### src/rtl/sctl_pkg.sv
package sctl_pkg;

   typedef enum logic {
      IFM_TWO_WIRE   = 1'b0,
      IFM_THREE_LINE = 1'b1
   } ifmode_e;

   // A floating pin is pulled up, so only an actively driven low asks for two-wire.
   function automatic ifmode_e strap_decode(input logic driven, input logic lvl);
      return (driven && !lvl) ? IFM_TWO_WIRE : IFM_THREE_LINE;
   endfunction

endpackage

### src/rtl/sctl_sync.sv
module sctl_sync #(
   parameter int              W       = 1,
   parameter int              STAGES  = 2,
   parameter logic [W-1:0]    RST_VAL = '0
) (
   input  logic         clk,
   input  logic         rst_n,
   input  logic [W-1:0] d,
   output logic [W-1:0] q
);

   if (STAGES < 2) begin : g_bad_depth
      $error("sctl_sync needs at least two stages");
   end

   logic [STAGES-1:0][W-1:0] chain;

   always_ff @(posedge clk or negedge rst_n) begin
      if (!rst_n) chain <= {STAGES{RST_VAL}};
      else        chain <= {chain[STAGES-2:0], d};
   end

   assign q = chain[STAGES-1];

endmodule

### src/rtl/sctl_shift.sv
module sctl_shift #(
   parameter int WORD_BITS = 24,
   parameter int ADDR_W    = 7,
   parameter int DATA_W    = 16
) (
   input  logic              clk,
   input  logic              rst_n,
   input  logic              le,
   input  logic              sck,
   input  logic              sdi,
   input  logic              en,
   output logic              stb,
   output logic [ADDR_W-1:0] addr,
   output logic [DATA_W-1:0] data
);

   localparam int PAYLOAD_W = ADDR_W + DATA_W;
   localparam int CNT_MAX   = WORD_BITS + 1;
   localparam int CNT_W     = $clog2(CNT_MAX + 1);
   localparam logic [CNT_W-1:0] CNT_FULL = CNT_W'(WORD_BITS);
   localparam logic [CNT_W-1:0] CNT_SAT  = CNT_W'(CNT_MAX);

   if (PAYLOAD_W > WORD_BITS) begin : g_bad_fields
      $error("address and data do not fit in the word");
   end

   logic                 le_q, sck_q;
   logic [CNT_W-1:0]     cnt;
   logic [PAYLOAD_W-1:0] shreg;
   logic                 le_rise, sck_rise, commit;

   assign le_rise  = le && !le_q;
   assign sck_rise = sck && !sck_q && !le;
   assign commit   = le_rise && (cnt == CNT_FULL) && en;

   always_ff @(posedge clk or negedge rst_n) begin
      if (!rst_n) begin
         le_q  <= 1'b1;
         sck_q <= 1'b0;
         cnt   <= '0;
         shreg <= '0;
      end else begin
         le_q  <= le;
         sck_q <= sck;
         if (le) begin
            cnt <= '0;
         end else if (sck_rise) begin
            shreg <= {shreg[PAYLOAD_W-2:0], sdi};
            if (cnt != CNT_SAT) cnt <= cnt + 1'b1;
         end
      end
   end

   always_ff @(posedge clk or negedge rst_n) begin
      if (!rst_n) begin
         stb  <= 1'b0;
         addr <= '0;
         data <= '0;
      end else begin
         stb <= commit;
         if (commit) begin
            addr <= shreg[PAYLOAD_W-1:DATA_W];
            data <= shreg[DATA_W-1:0];
         end
      end
   end

   p_cnt_bound_r3: assert property (@(posedge clk) disable iff (!rst_n)
      cnt <= CNT_SAT);

   p_hold_r10: assert property (@(posedge clk) disable iff (!rst_n)
      !stb |-> ($stable(addr) && $stable(data)));

endmodule

### src/rtl/sctl_mode.sv
module sctl_mode #(
   parameter int ADDR_W   = 7,
   parameter int DATA_W   = 16,
   parameter int OVR_ADDR = 9,
   parameter int OVR_BIT  = 0
) (
   input  logic              clk,
   input  logic              rst_n,
   input  logic              strap_drv,
   input  logic              strap_lvl,
   input  logic              stb,
   input  logic [ADDR_W-1:0] addr,
   input  logic [DATA_W-1:0] data,
   output logic              mode_3w,
   output logic              ovr
);
   import sctl_pkg::*;

   if (OVR_BIT >= DATA_W) begin : g_bad_bit
      $error("override bit outside data field");
   end
   if (OVR_ADDR >= (1 << ADDR_W)) begin : g_bad_addr
      $error("override address outside address field");
   end

   localparam logic [ADDR_W-1:0] OVR_A = ADDR_W'(OVR_ADDR);

   ifmode_e strap_mode;
   assign strap_mode = strap_decode(strap_drv, strap_lvl);

   always_ff @(posedge clk or negedge rst_n) begin
      if (!rst_n)                                        ovr <= 1'b0;
      else if (stb && (addr == OVR_A) && data[OVR_BIT])  ovr <= 1'b1;
   end

   assign mode_3w = ovr || (strap_mode == IFM_THREE_LINE);

   p_ovr_sticky_r7: assert property (@(posedge clk) disable iff (!rst_n)
      ovr |=> ovr);

   p_ovr_mode_r6: assert property (@(posedge clk) disable iff (!rst_n)
      ovr |-> mode_3w);

endmodule

### src/rtl/sctl_port.sv
module sctl_port #(
   parameter int WORD_BITS   = 24,
   parameter int ADDR_W      = 7,
   parameter int DATA_W      = 16,
   parameter int SYNC_STAGES = 2,
   parameter int OVR_ADDR    = 9,
   parameter int OVR_BIT     = 0
) (
   input  logic              clk,
   input  logic              rst_n,
   input  logic              latch_en,
   input  logic              ser_clk,
   input  logic              ser_dat,
   input  logic              strap_lvl,
   input  logic              strap_driven,
   output logic              wr_stb,
   output logic [ADDR_W-1:0] wr_addr,
   output logic [DATA_W-1:0] wr_data,
   output logic              mode_3w,
   output logic              strap_free
);

   localparam int          NPIN     = 5;
   // order: {strap_driven, strap_lvl, ser_dat, ser_clk, latch_en}
   localparam logic [NPIN-1:0] PIN_IDLE = 5'b01001;

   logic [NPIN-1:0] pins_raw, pins_s;

   assign pins_raw = {strap_driven, strap_lvl, ser_dat, ser_clk, latch_en};

   if (SYNC_STAGES > 0) begin : g_sync
      sctl_sync #(.W(NPIN), .STAGES(SYNC_STAGES), .RST_VAL(PIN_IDLE)) sync_i (
         .clk   (clk),
         .rst_n (rst_n),
         .d     (pins_raw),
         .q     (pins_s)
      );
   end else begin : g_bypass
      assign pins_s = pins_raw;
   end

   sctl_shift #(.WORD_BITS(WORD_BITS), .ADDR_W(ADDR_W), .DATA_W(DATA_W)) shift_i (
      .clk   (clk),
      .rst_n (rst_n),
      .le    (pins_s[0]),
      .sck   (pins_s[1]),
      .sdi   (pins_s[2]),
      .en    (mode_3w),
      .stb   (wr_stb),
      .addr  (wr_addr),
      .data  (wr_data)
   );

   sctl_mode #(.ADDR_W(ADDR_W), .DATA_W(DATA_W), .OVR_ADDR(OVR_ADDR), .OVR_BIT(OVR_BIT)) mode_i (
      .clk       (clk),
      .rst_n     (rst_n),
      .strap_drv (pins_s[4]),
      .strap_lvl (pins_s[3]),
      .stb       (wr_stb),
      .addr      (wr_addr),
      .data      (wr_data),
      .mode_3w   (mode_3w),
      .ovr       (strap_free)
   );

   p_stb_pulse_r2: assert property (@(posedge clk) disable iff (!rst_n)
      wr_stb |=> !wr_stb);

   p_commit_3w_r5: assert property (@(posedge clk) disable iff (!rst_n)
      wr_stb |-> $past(mode_3w));

endmodule

### config.mk
export PLATFORM = sky130hd
export DESIGN_NAME = sctl_port
export DESIGN_NICKNAME = d
export VERILOG_FILES = /design/src/rtl/sctl_pkg.sv /design/src/rtl/sctl_sync.sv /design/src/rtl/sctl_shift.sv /design/src/rtl/sctl_mode.sv /design/src/rtl/sctl_port.sv
export SDC_FILE = /design/constraint.sdc
export NUM_CORES = 1
export LEC_CHECK = 0
export ABC_AREA = 1
export ABC_CLOCK_PERIOD_IN_PS = 1460
export CAP_MARGIN = 20
export CORE_MARGIN = 2
export CORE_UTILIZATION = 40
export DETAILED_ROUTE_END_ITERATION = 7
export GPL_TIMING_DRIVEN = 1
export SLEW_MARGIN = 20
export SYNTH_ARGS = -nofsm -noshare
export SYNTH_HDL_FRONTEND = slang
export SYNTH_HIERARCHICAL = 1
export SYNTH_SLANG_ARGS = --single-unit
### constraint.sdc
create_clock -name clk -period 1.46 [get_ports clk]
set_clock_uncertainty 0.2 [all_clocks]
set_input_delay 0.292 -clock clk [delete_from_list [all_inputs] [get_ports clk]]
set_output_delay 0.292 -clock clk [all_outputs]
set_load 0.01 [all_outputs]
==> flow_summary_export.csv, run 1 <==
group,metric,value,unit
clocking,cts_buffers,9,
power,vdd_ir_drop_max,0.651,mV
critical_path,critPathBufInv,1,
placement,globalplace.congestion,0.737,
floorplanning,ioPinCount,33,
grt,first_global_vias,1916,
timing,slew_viol_final,0,
grt,grt_max_degree,66,
critical_path,path_delay_family,"flip-flops",
grt,antenna_found_initial,0,
route,dr.first_iter.drc_count,139,
synthesis,yosysSeqAreaShare,61.7,%
timing,setup_ws,-0.148,ns
synthesis,synth.area.top_cells,"dfrtp_1 (57%), nand2_1 (14%), nand3_1 (8.9%)",
critical_path,crit_path_end_kind,"output pin",
critical_path,worstSetupStartpointType,"flop",
synthesis,synth-seq-cells,65,
synthesis,synth_top_area_share,56.7,%
cells_and_area,syn2layout_area_growth,42.2,%
critical_path,crit_slowest_cell,"dfstp_2",
grt,grt_overflow,0,
grt,grt_pass1_wl,8990,um
route,drt_pass1_iterations,4,
power,powerDensity,1090,nW/um^2
placement,io_buffers,32,
synthesis,synth_fp_nets,291,
clocking,cts_buffer_depth,2,
synthesis,yosysMostFrequentCell,"nand2_1",
timing,rsz0062_at_grt,"yes",
synthesis,synth_area,2650,um^2
timing,hold_violations,0,
floorplanning,fp-row-count,29,
floorplanning,initial_core_util,41.5,%
timing,hold_ws,0.149,ns
placement,dp_slack,-0.177,ns
route,avgViaCountPerCell,4.92,
floorplanning,die_h,85.4,um
synthesis,synth_ff_type,"dfrtp_1",
route,wl_per_cell,14.2,um
timing,period_share,110,%
synthesis,synthArstFlopShare,100,%
cells_and_area,diodes,0,
grt,track_usage,15.9,%
floorplanning,die_area,7290,um^2
clocking,clk_pin_slew,0.07,ns
synthesis,synth_edf_count,0,
synthesis,syn_avg_cell_area,9.42,um^2
cells_and_area,num-nets-final,357,
timing,setup_viol,24,
cells_and_area,drive_above_1_share,38.4,%
synthesis,synth_cell_types,24,
critical_path,worst_path_largest_cell_delay,0.51,ns
clocking,cts_tree,"built",
timing,max_slew.worst_pin.slew,0.353,ns
synthesis,yosysWarnings,6,
status,violations,"setup timing",
clocking,root_buffer,"clkbuf_8",
critical_path,criticalPathCategory,"flop to output pin",
power,leakagePower,1.96,nW
route,vias,2110,
flow_run,cap_violations,0,
clocking,htreeDepth,3,
min_path,hold_path_class,"flop to flop",
route,ant_nets,0,
synthesis,synth_area_leader_cell,"dfrtp_1",
route,drt_wl_total,6070,um
timing,period_needed,1.61,ns
floorplanning,fp.coreArea,6390,um^2
placement,hpwl,3140,um
clocking,numClockSinks,65,
critical_path,crit_chain,"nand3b_1 > buf_2",
synthesis,syn-instance-count,281,
timing,maxSlewHeadroom,76.5,%
route,drc,0,
clocking,clk_latency,0.33,ns
critical_path,cp.required,0.97,ns
critical_path,crit_fanout,2,
status,outcome,"complete, but fails checks",
critical_path,crit_arrival,1.12,ns
timing,fmax,622,MHz
synthesis,synth_commonest_cells,"nand2_1 (98), dfrtp_1 (60), nand3_1 (47)",
floorplanning,die_x,85.4,um
layer usage:
metal  routed length [um]  up-vias  GRT usage (%)
met5                    0        -              0
met4                  104        0           7.36
met3                  313        9           3.60
met2                 2810       64           23.6
met1                 2840     1010           22.2
li1                     -     1027              -
placed cells by master, fill, tap and decap left out, types with 4 or more instances in the layout:
master / n
buf_12: 6
buf_2: 9
buf_4: 22
buf_6: 5
clkbuf_16: 4
clkbuf_2: 16
clkbuf_8: 11
clkdlybuf4s50_1: 5
dfrtp_1: 60
dfstp_2: 5
inv_1: 12
inv_2: 4
nand2_1: 88
nand2_2: 14
nand3_1: 34
nand3_2: 13
nor2_1: 5
what timing repair did:
item	4_1_cts	5_1_grt
cloned	2	6
hold endpoints to repair	60	0
pin swaps	2	25
hold buffers	1	0
setup endpoints to repair	77	54
resized for setup	83	71
setup buffers	2	9
through the flow:
step	cell area [um^2]	utilization (%)	cells	setup TNS (ns)	power [W]
2_1_floorplan	2660	-	281	-3.27	0.00216
3_3_place_gp	3120	48.9	393	-3.55	0.00227
3_5_place_dp	3120	48.9	393	-3.87	0.00229
4_1_cts	3500	54.8	414	-1.73	0.00406
5_1_grt	3760	59.0	429	-4.19	0.00427
6_report	3760	59.0	429	-2.63	0.00409
final cells by class:
type                    count  area, um^2
clock buffers              11         151
clock inverters             5        77.6
fillers                   538        2620
inverters                  17        66.3
multi-input cells         181        1020
flip-flops and latches     65        1630
well taps                  77        96.3
repair buffers             73         722
registers in the layout (all words and copies together), names as in the netlist:
register and flops:
shift_i/data 16, shift_i/le_q 1, shift_i/sck_q 1, g_sync.sync_i/q 5, shift_i/cnt 5, shift_i/stb 1, mode_i/ovr 1, g_sync.sync_i/chain 5
shift_i/addr 7, shift_i/shreg 23
kinds of logic after synthesis:
group | share of synthesized area, %
AND/OR/NAND/NOR | 27.4
flip-flops | 61.7
buffers and inverters | 7.56
AO/OA/AOI/OAI | 1.94
adder cells (fa/ha/maj) | 1.42
final timing paths:
| path | startpoint | end | slack (ns) | cells past startpoint |
|---|---|---|---|---|
| max | g_sync.sync_i/q[3] | mode_3w | -0.15 | 2 |
| min | g_sync.sync_i/chain[4] | g_sync.sync_i/q[4] | 0.15 | 0 |
| max reg2reg | g_sync.sync_i/q[3] | shift_i/data[15] | -0.15 | 6 |
| min reg2reg | g_sync.sync_i/chain[4] | g_sync.sync_i/q[4] | 0.15 | 0 |
| max in group asynchronous | rst_n | g_sync.sync_i/q[0] | 0.46 | 3 |
| min in group asynchronous | rst_n | mode_i/ovr | 0.29 | 3 |
power breakdown:
group | leakage, nW | switching [W] | internal (W)
registers | 0.858 | 0.0000924 | 0.00192
logic | 0.989 | 0.000186 | 0.000150
clock network | 0.115 | 0.000695 | 0.00105
No activity file was read; power rests on OpenSTA's default activity.
==> run 2: changes to the inputs <==
- CORE_UTILIZATION: 40 -> 37
==> run 2 against run 1 <==
The flow still finishes with violations (setup timing). Via count down 3.8%. Critical endpoint unchanged. Flip-flop and latch count unchanged. Clock-buffer cell count down 1. Non-clock buffer count up 1. Total power up 1.6%. Hold slack better by 0.0065 ns. Combinational power down 5%. Utilization down 7.3 points. Largest power group unchanged. First-iteration DRC count up 22%. Final cell count up 4.2%.
==> flow_summary_export.csv, run 2 (synthesis results as in run 1) <==
group,metric,value,unit
critical_path,crit_chain,"nand3b_1 > buf_2",
cells_and_area,largest_register_ffs,23,
clocking,cts_buffers,9,
clocking,root_buffer,"clkbuf_8",
cells_and_area,num-nets-final,356,
flow_run,cap_violations,0,
clocking,cts_tree,"built",
floorplanning,fp-row-count,30,
grt,grt_pass1_wl,9540,um
critical_path,worst_path_largest_cell_delay,0.51,ns
timing,slew_viol_final,0,
route,wl_per_cell,12.0,um
critical_path,criticalPathCategory,"flop to output pin",
placement,hpwl,3450,um
cells_and_area,post-route-util,51.6,%
cells_and_area,regMostFlops,"shift_i/shreg",
cells_and_area,diodes,0,
placement,dpl_cell_area,3180,um^2
cells_and_area,syn2layout_area_growth,34.0,%
route,drc,0,
critical_path,crit_arrival,1.09,ns
timing,maxSlewHeadroom,79.9,%
clocking,htreeDepth,3,
floorplanning,ioPinCount,33,
cells_and_area,drive_above_1_share,31.9,%
route,dr.first_iter.drc_count,169,
timing,setup_ws,-0.121,ns
placement,io_buffers,32,
critical_path,r2r.worst_path.cells,5,
min_path,hold_path_class,"primary input to async pin",
route,ant_nets,0,
route,avgViaCountPerCell,4.54,
critical_path,crit_fanout,2,
timing,hold_violations,0,
timing,period_share,108,%
route,drt_wl_total,5370,um
grt,track_usage,16.2,%
cells_and_area,layout_commonest_cell,"nand2_1",
placement,globalplace.congestion,0.704,
clocking,cts_buffer_depth,2,
power,leakagePower,1.93,nW
grt,grt_overflow,0,
grt,grt_max_degree,30,
power,vdd_ir_drop_max,0.607,mV
floorplanning,initial_core_util,38.5,%
timing,hold_ws,0.155,ns
cells_and_area,final_cell_mix,"nand2_1 (94), dfrtp_1 (60), nand3_1 (46)",
floorplanning,die_h,88.6,um
timing,setup_viol,24,
route,drt_pass1_iterations,4,
cells_and_area,reg_top3,"shift_i/shreg: 23 flops, shift_i/data: 16 flops, shift_i/addr: 7 flops",
power,p_total,0.00416,W
status,outcome,"complete, but fails checks",
critical_path,crit_end,"mode_3w",
critical_path,timing.rr.end,"shift_i/addr[2]",
clocking,numClockSinks,65,
critical_path,crit_start,"g_sync.sync_i/q[3]",
floorplanning,fp.coreArea,6870,um^2
timing,max_slew.worst_pin.slew,0.301,ns
critical_path,worstSetupStartpointType,"flop",
power,powerDensity,1170,nW/um^2
critical_path,regToRegStartpoint,"g_sync.sync_i/q[3]",
clocking,clk_latency,0.34,ns
cells_and_area,stdcell_area,3550,um^2
route,vias,2029,
critical_path,r2r_slack,-0.07,ns
timing,fmax,632,MHz
grt,first_global_vias,2076,
timing,period_needed,1.58,ns
grt,antenna_found_initial,0,
critical_path,crit_slowest_cell,"dfstp_2",
status,violations,"setup timing",
timing,rsz0062_at_grt,"yes",
floorplanning,die_area,7850,um^2
critical_path,cp.required,0.97,ns
clocking,clk_pin_slew,0.07,ns
critical_path,crit_path_end_kind,"output pin",
floorplanning,die_x,88.6,um
-- run 2: changes by cell type in the layout (fill, tap and decap cells not counted), sizes merged --
cell           before  now
clkbuf             31   13
buf                46   65
clkinv              2    3
bufinv              2    3
clkinvlp            1    0
nand2             107  105
clkdlybuf4s15       1    0
-- run 2: cell type report --
type	count	area [um^2]
clock buffer	10	128
timing repair buffer	74	606
tap	96	120
clock inverter	6	116
multi-input combinational	179	881
fill	656	3320
inverter	17	63.8
sequential	65	1630
-- run 2: worst min path at each step --
stage	from	end	cells past startpoint
after CTS	latch_en	g_sync.sync_i/chain[0]	1
after global routing	latch_en	g_sync.sync_i/chain[0]	1
final	rst_n	shift_i/cnt[4]	2
after global placement	rst_n	shift_i/cnt[4]	1
after floorplan	rst_n	g_sync.sync_i/chain[1]	0
after detailed placement	rst_n	shift_i/cnt[4]	1
-- run 2: repair_timing --
action / 4_1_cts / 5_1_grt
setup buffers: 7 / 8
hold buffers: 1 / 0
resized for setup: 104 / 28
endpoints found under the hold margin: 62 / 0
gates cloned: 1 / 0
setup endpoints to repair: 56 / 59
pin swaps: 3 / 2
-- run 2: per-layer routing --
metal	global-route usage, %	vias up	part of all wire, %
met5	0	-	0
met3	6.81	4	4.4
li1	-	1023	-
met1	19.3	966	48
met2	27.1	36	47
met4	4.55	0	0.71
-- run 2: power breakdown --
group	internal (W)	switching [W]
Sequential	0.00192	0.0000815
Combinational	0.000145	0.000173
Clock	0.00114	0.000697
Total	0.00320	0.000951
-- run 2: critical path, delay by kind of cell (launching register included) --
| kind | cells | cell delay (ns) |
|---|---|---|
| AND/OR/NAND/NOR | 1 | 0.11 |
| buffers and inverters | 1 | 0.14 |
| flip-flops | 1 | 0.51 |
-- run 2: stage by stage --
stage / setup TNS, ns / worst slack (ns) / std cells
final: -1.11 / -0.121 / 447
after global routing: -3.33 / -0.189 / 447
after CTS: -1.37 / -0.142 / 439
after detailed placement: -3.88 / -0.173 / 414
after global placement: -4.01 / -0.179 / 414
after floorplan: -3.27 / -0.165 / 281
==> run 3: changes to the inputs <==
- CAP_MARGIN: 20 -> 30
- DONT_BUFFER_PORTS: unset -> 1
==> run 3 against run 2 <==
The flow finishes with violations (hold timing, setup timing). Clock-buffer cell count did not move. Register-to-register slack worse by 0.03 ns. Routed wire length decreased by 9.6%. Sequential share of layout area rose by 5.9 points. Combinational power fell by 25%. First-iteration DRC count decreased by 19%. Die area unchanged. Critical path type unchanged. Largest cell class unchanged. Highest routed layer unchanged.
==> flow_summary_export.csv, run 3 (synthesis results as in run 1) <==
group,metric,value,unit
critical_path,crit_slowest_cell,"dfstp_2",
power,intPower,0.00286,W
clocking,cts_hold_buf,5,
route,ant_nets,0,
timing,setup_viol,24,
floorplanning,die_area,7850,um^2
clocking,htreeDepth,3,
critical_path,crit_fanout,2,
status,outcome,"complete, but fails checks",
placement,globalplace.congestion,0.750,
placement,io_buffers,0,
placement,dp_slack,-0.193,ns
flow_run,cap_violations,0,
critical_path,criticalPathCategory,"flop to output pin",
status,violations,"hold timing, setup timing",
cells_and_area,layout_commonest_cell,"nand2_1",
grt,grt_overflow,0,
timing,period_share,109,%
cells_and_area,drive_above_1_share,21.7,%
critical_path,crit_arrival,1.10,ns
critical_path,regToRegStartpoint,"g_sync.sync_i/q[3]",
cells_and_area,diodes,0,
clocking,clk_pin_slew,0.06,ns
grt,track_usage,14.4,%
critical_path,path_delay_family,"flip-flops",
floorplanning,die_h,88.6,um
clocking,cts_buffers,9,
power,vdd_ir_drop_max,0.718,mV
min_path,hold_path_class,"primary input to async pin",
grt,grt_max_degree,66,
timing,period_needed,1.60,ns
timing,hold_violations,65,
power,p_sw_share,23.1,%
power,power.share.clock,39.8,%
power,powerDensity,1180,nW/um^2
cells_and_area,reg_top3,"shift_i/shreg: 23 flops, shift_i/data: 16 flops, shift_i/addr: 7 flops",
critical_path,critPathBufInv,1,
floorplanning,initial_core_util,38.5,%
critical_path,r2r.worst_path.cells,5,
route,drt_wl_total,4850,um
cells_and_area,syn2layout_area_growth,18.9,%
clocking,cts_tree,"built",
grt,first_global_vias,1818,
clocking,clk_latency,0.33,ns
critical_path,worst_path_largest_cell_delay,0.52,ns
cells_and_area,regMostFlops,"shift_i/shreg",
placement,dpl_cell_area,2800,um^2
cells_and_area,largest_register_ffs,23,
floorplanning,fp-row-count,30,
cells_and_area,final_cells,396,
power,p_sw,0.000858,W
power,seqPwrFrac,53.7,%
clocking,root_buffer,"clkbuf_8",
critical_path,crit_path_end_kind,"output pin",
route,dr.first_iter.drc_count,137,
route,drc,0,
timing,rsz0062_at_grt,"yes",
timing,max_slew.worst_pin.slew,0.228,ns
power,comb_power_share,6.5,%
route,vias,1843,
timing,maxSlewHeadroom,84.8,%
floorplanning,die_x,88.6,um
clocking,numClockSinks,65,
timing,fmax,626,MHz
route,drt_pass1_iterations,4,
timing,setup_ws,-0.137,ns
critical_path,cp.required,0.97,ns
floorplanning,fp.coreArea,6870,um^2
cells_and_area,stdcell_area,3150,um^2
critical_path,crit_chain,"nand3b_1 > buf_4",
floorplanning,ioPinCount,33,
grt,grt_pass1_wl,8490,um
cells_and_area,num-nets-final,306,
cells_and_area,final_cell_mix,"nand2_1 (94), dfrtp_1 (60), nand3_1 (44)",
clocking,cts_buffer_depth,2,
critical_path,timing.rr.end,"shift_i/addr[2]",
grt,antenna_found_initial,0,
timing,hold_ws,-0.546,ns
critical_path,worstSetupStartpointType,"flop",
critical_path,r2r_slack,-0.10,ns
power,leakagePower,1.64,nW
route,avgViaCountPerCell,4.65,
route,wl_per_cell,12.3,um
timing,slew_viol_final,0,
placement,dp_cells,374,
cells_and_area,nFillCells,672,
placement,hpwl,3020,um
==> run 3: routing by layer <==
metal | GRT usage [%] | vias to the layer above | part of all wire, %
li1 | - | 915 | -
met1 | 18.0 | 876 | 46
met2 | 22.6 | 48 | 47
met3 | 6.25 | 4 | 5.5
met4 | 4.55 | 0 | 1.1
met5 | 0 | - | 0
==> run 3: power by group through the flow <==
stage          sequential [W]  clock (W)  combinational, W
2_1_floorplan         0.00201          0          0.000148
3_3_place_gp          0.00203          0          0.000192
3_5_place_dp          0.00203          0          0.000198
4_1_cts               0.00199    0.00153          0.000214
5_1_grt               0.00201    0.00163          0.000277
6_report              0.00200    0.00148          0.000240
==> run 3: timing repair <==
action                                 in CTS  in global routing
gates resized for setup                    11                 17
gates cloned                                0                  1
buffers inserted                            0                  2
setup endpoints to repair                  34                 39
pin swaps                                   2                  2
endpoints found under the hold margin      70                 65
==> run 3: final cells by class <==
cell class	count	area (um^2)	share of cell area, %
well taps	96	120	3.82
repair buffers	24	267	8.47
inverters	17	63.8	2.03
multi-input cells	179	870	27.6
clock inverters	5	56.3	1.79
flip-flops and latches	65	1630	51.9
clock buffers	10	138	4.37
==> run 3: worst max path at each step <==
stage / from / endpoint / cells past startpoint
global route: g_sync.sync_i/q[3] / mode_3w / 2
floorplan: g_sync.sync_i/q[3] / shift_i/addr[0] / 8
CTS: g_sync.sync_i/q[3] / mode_3w / 2
detailed placement: g_sync.sync_i/q[3] / shift_i/addr[6] / 5
global placement: g_sync.sync_i/q[3] / shift_i/addr[0] / 5
finish: g_sync.sync_i/q[3] / mode_3w / 2
==> run 3: per-stage QoR <==
step | hold slack, ns | utilization (%) | TNS (ns) | total power, W
after floorplan | -0.204 | - | -3.27 | 0.00216
after global placement | -0.200 | 40.7 | -4.60 | 0.00222
after detailed placement | -0.201 | 40.7 | -4.45 | 0.00222
after CTS | -0.568 | 44.8 | -2.49 | 0.00374
after global routing | -0.589 | 45.8 | -3.46 | 0.00392
final | -0.546 | 45.8 | -1.95 | 0.00371
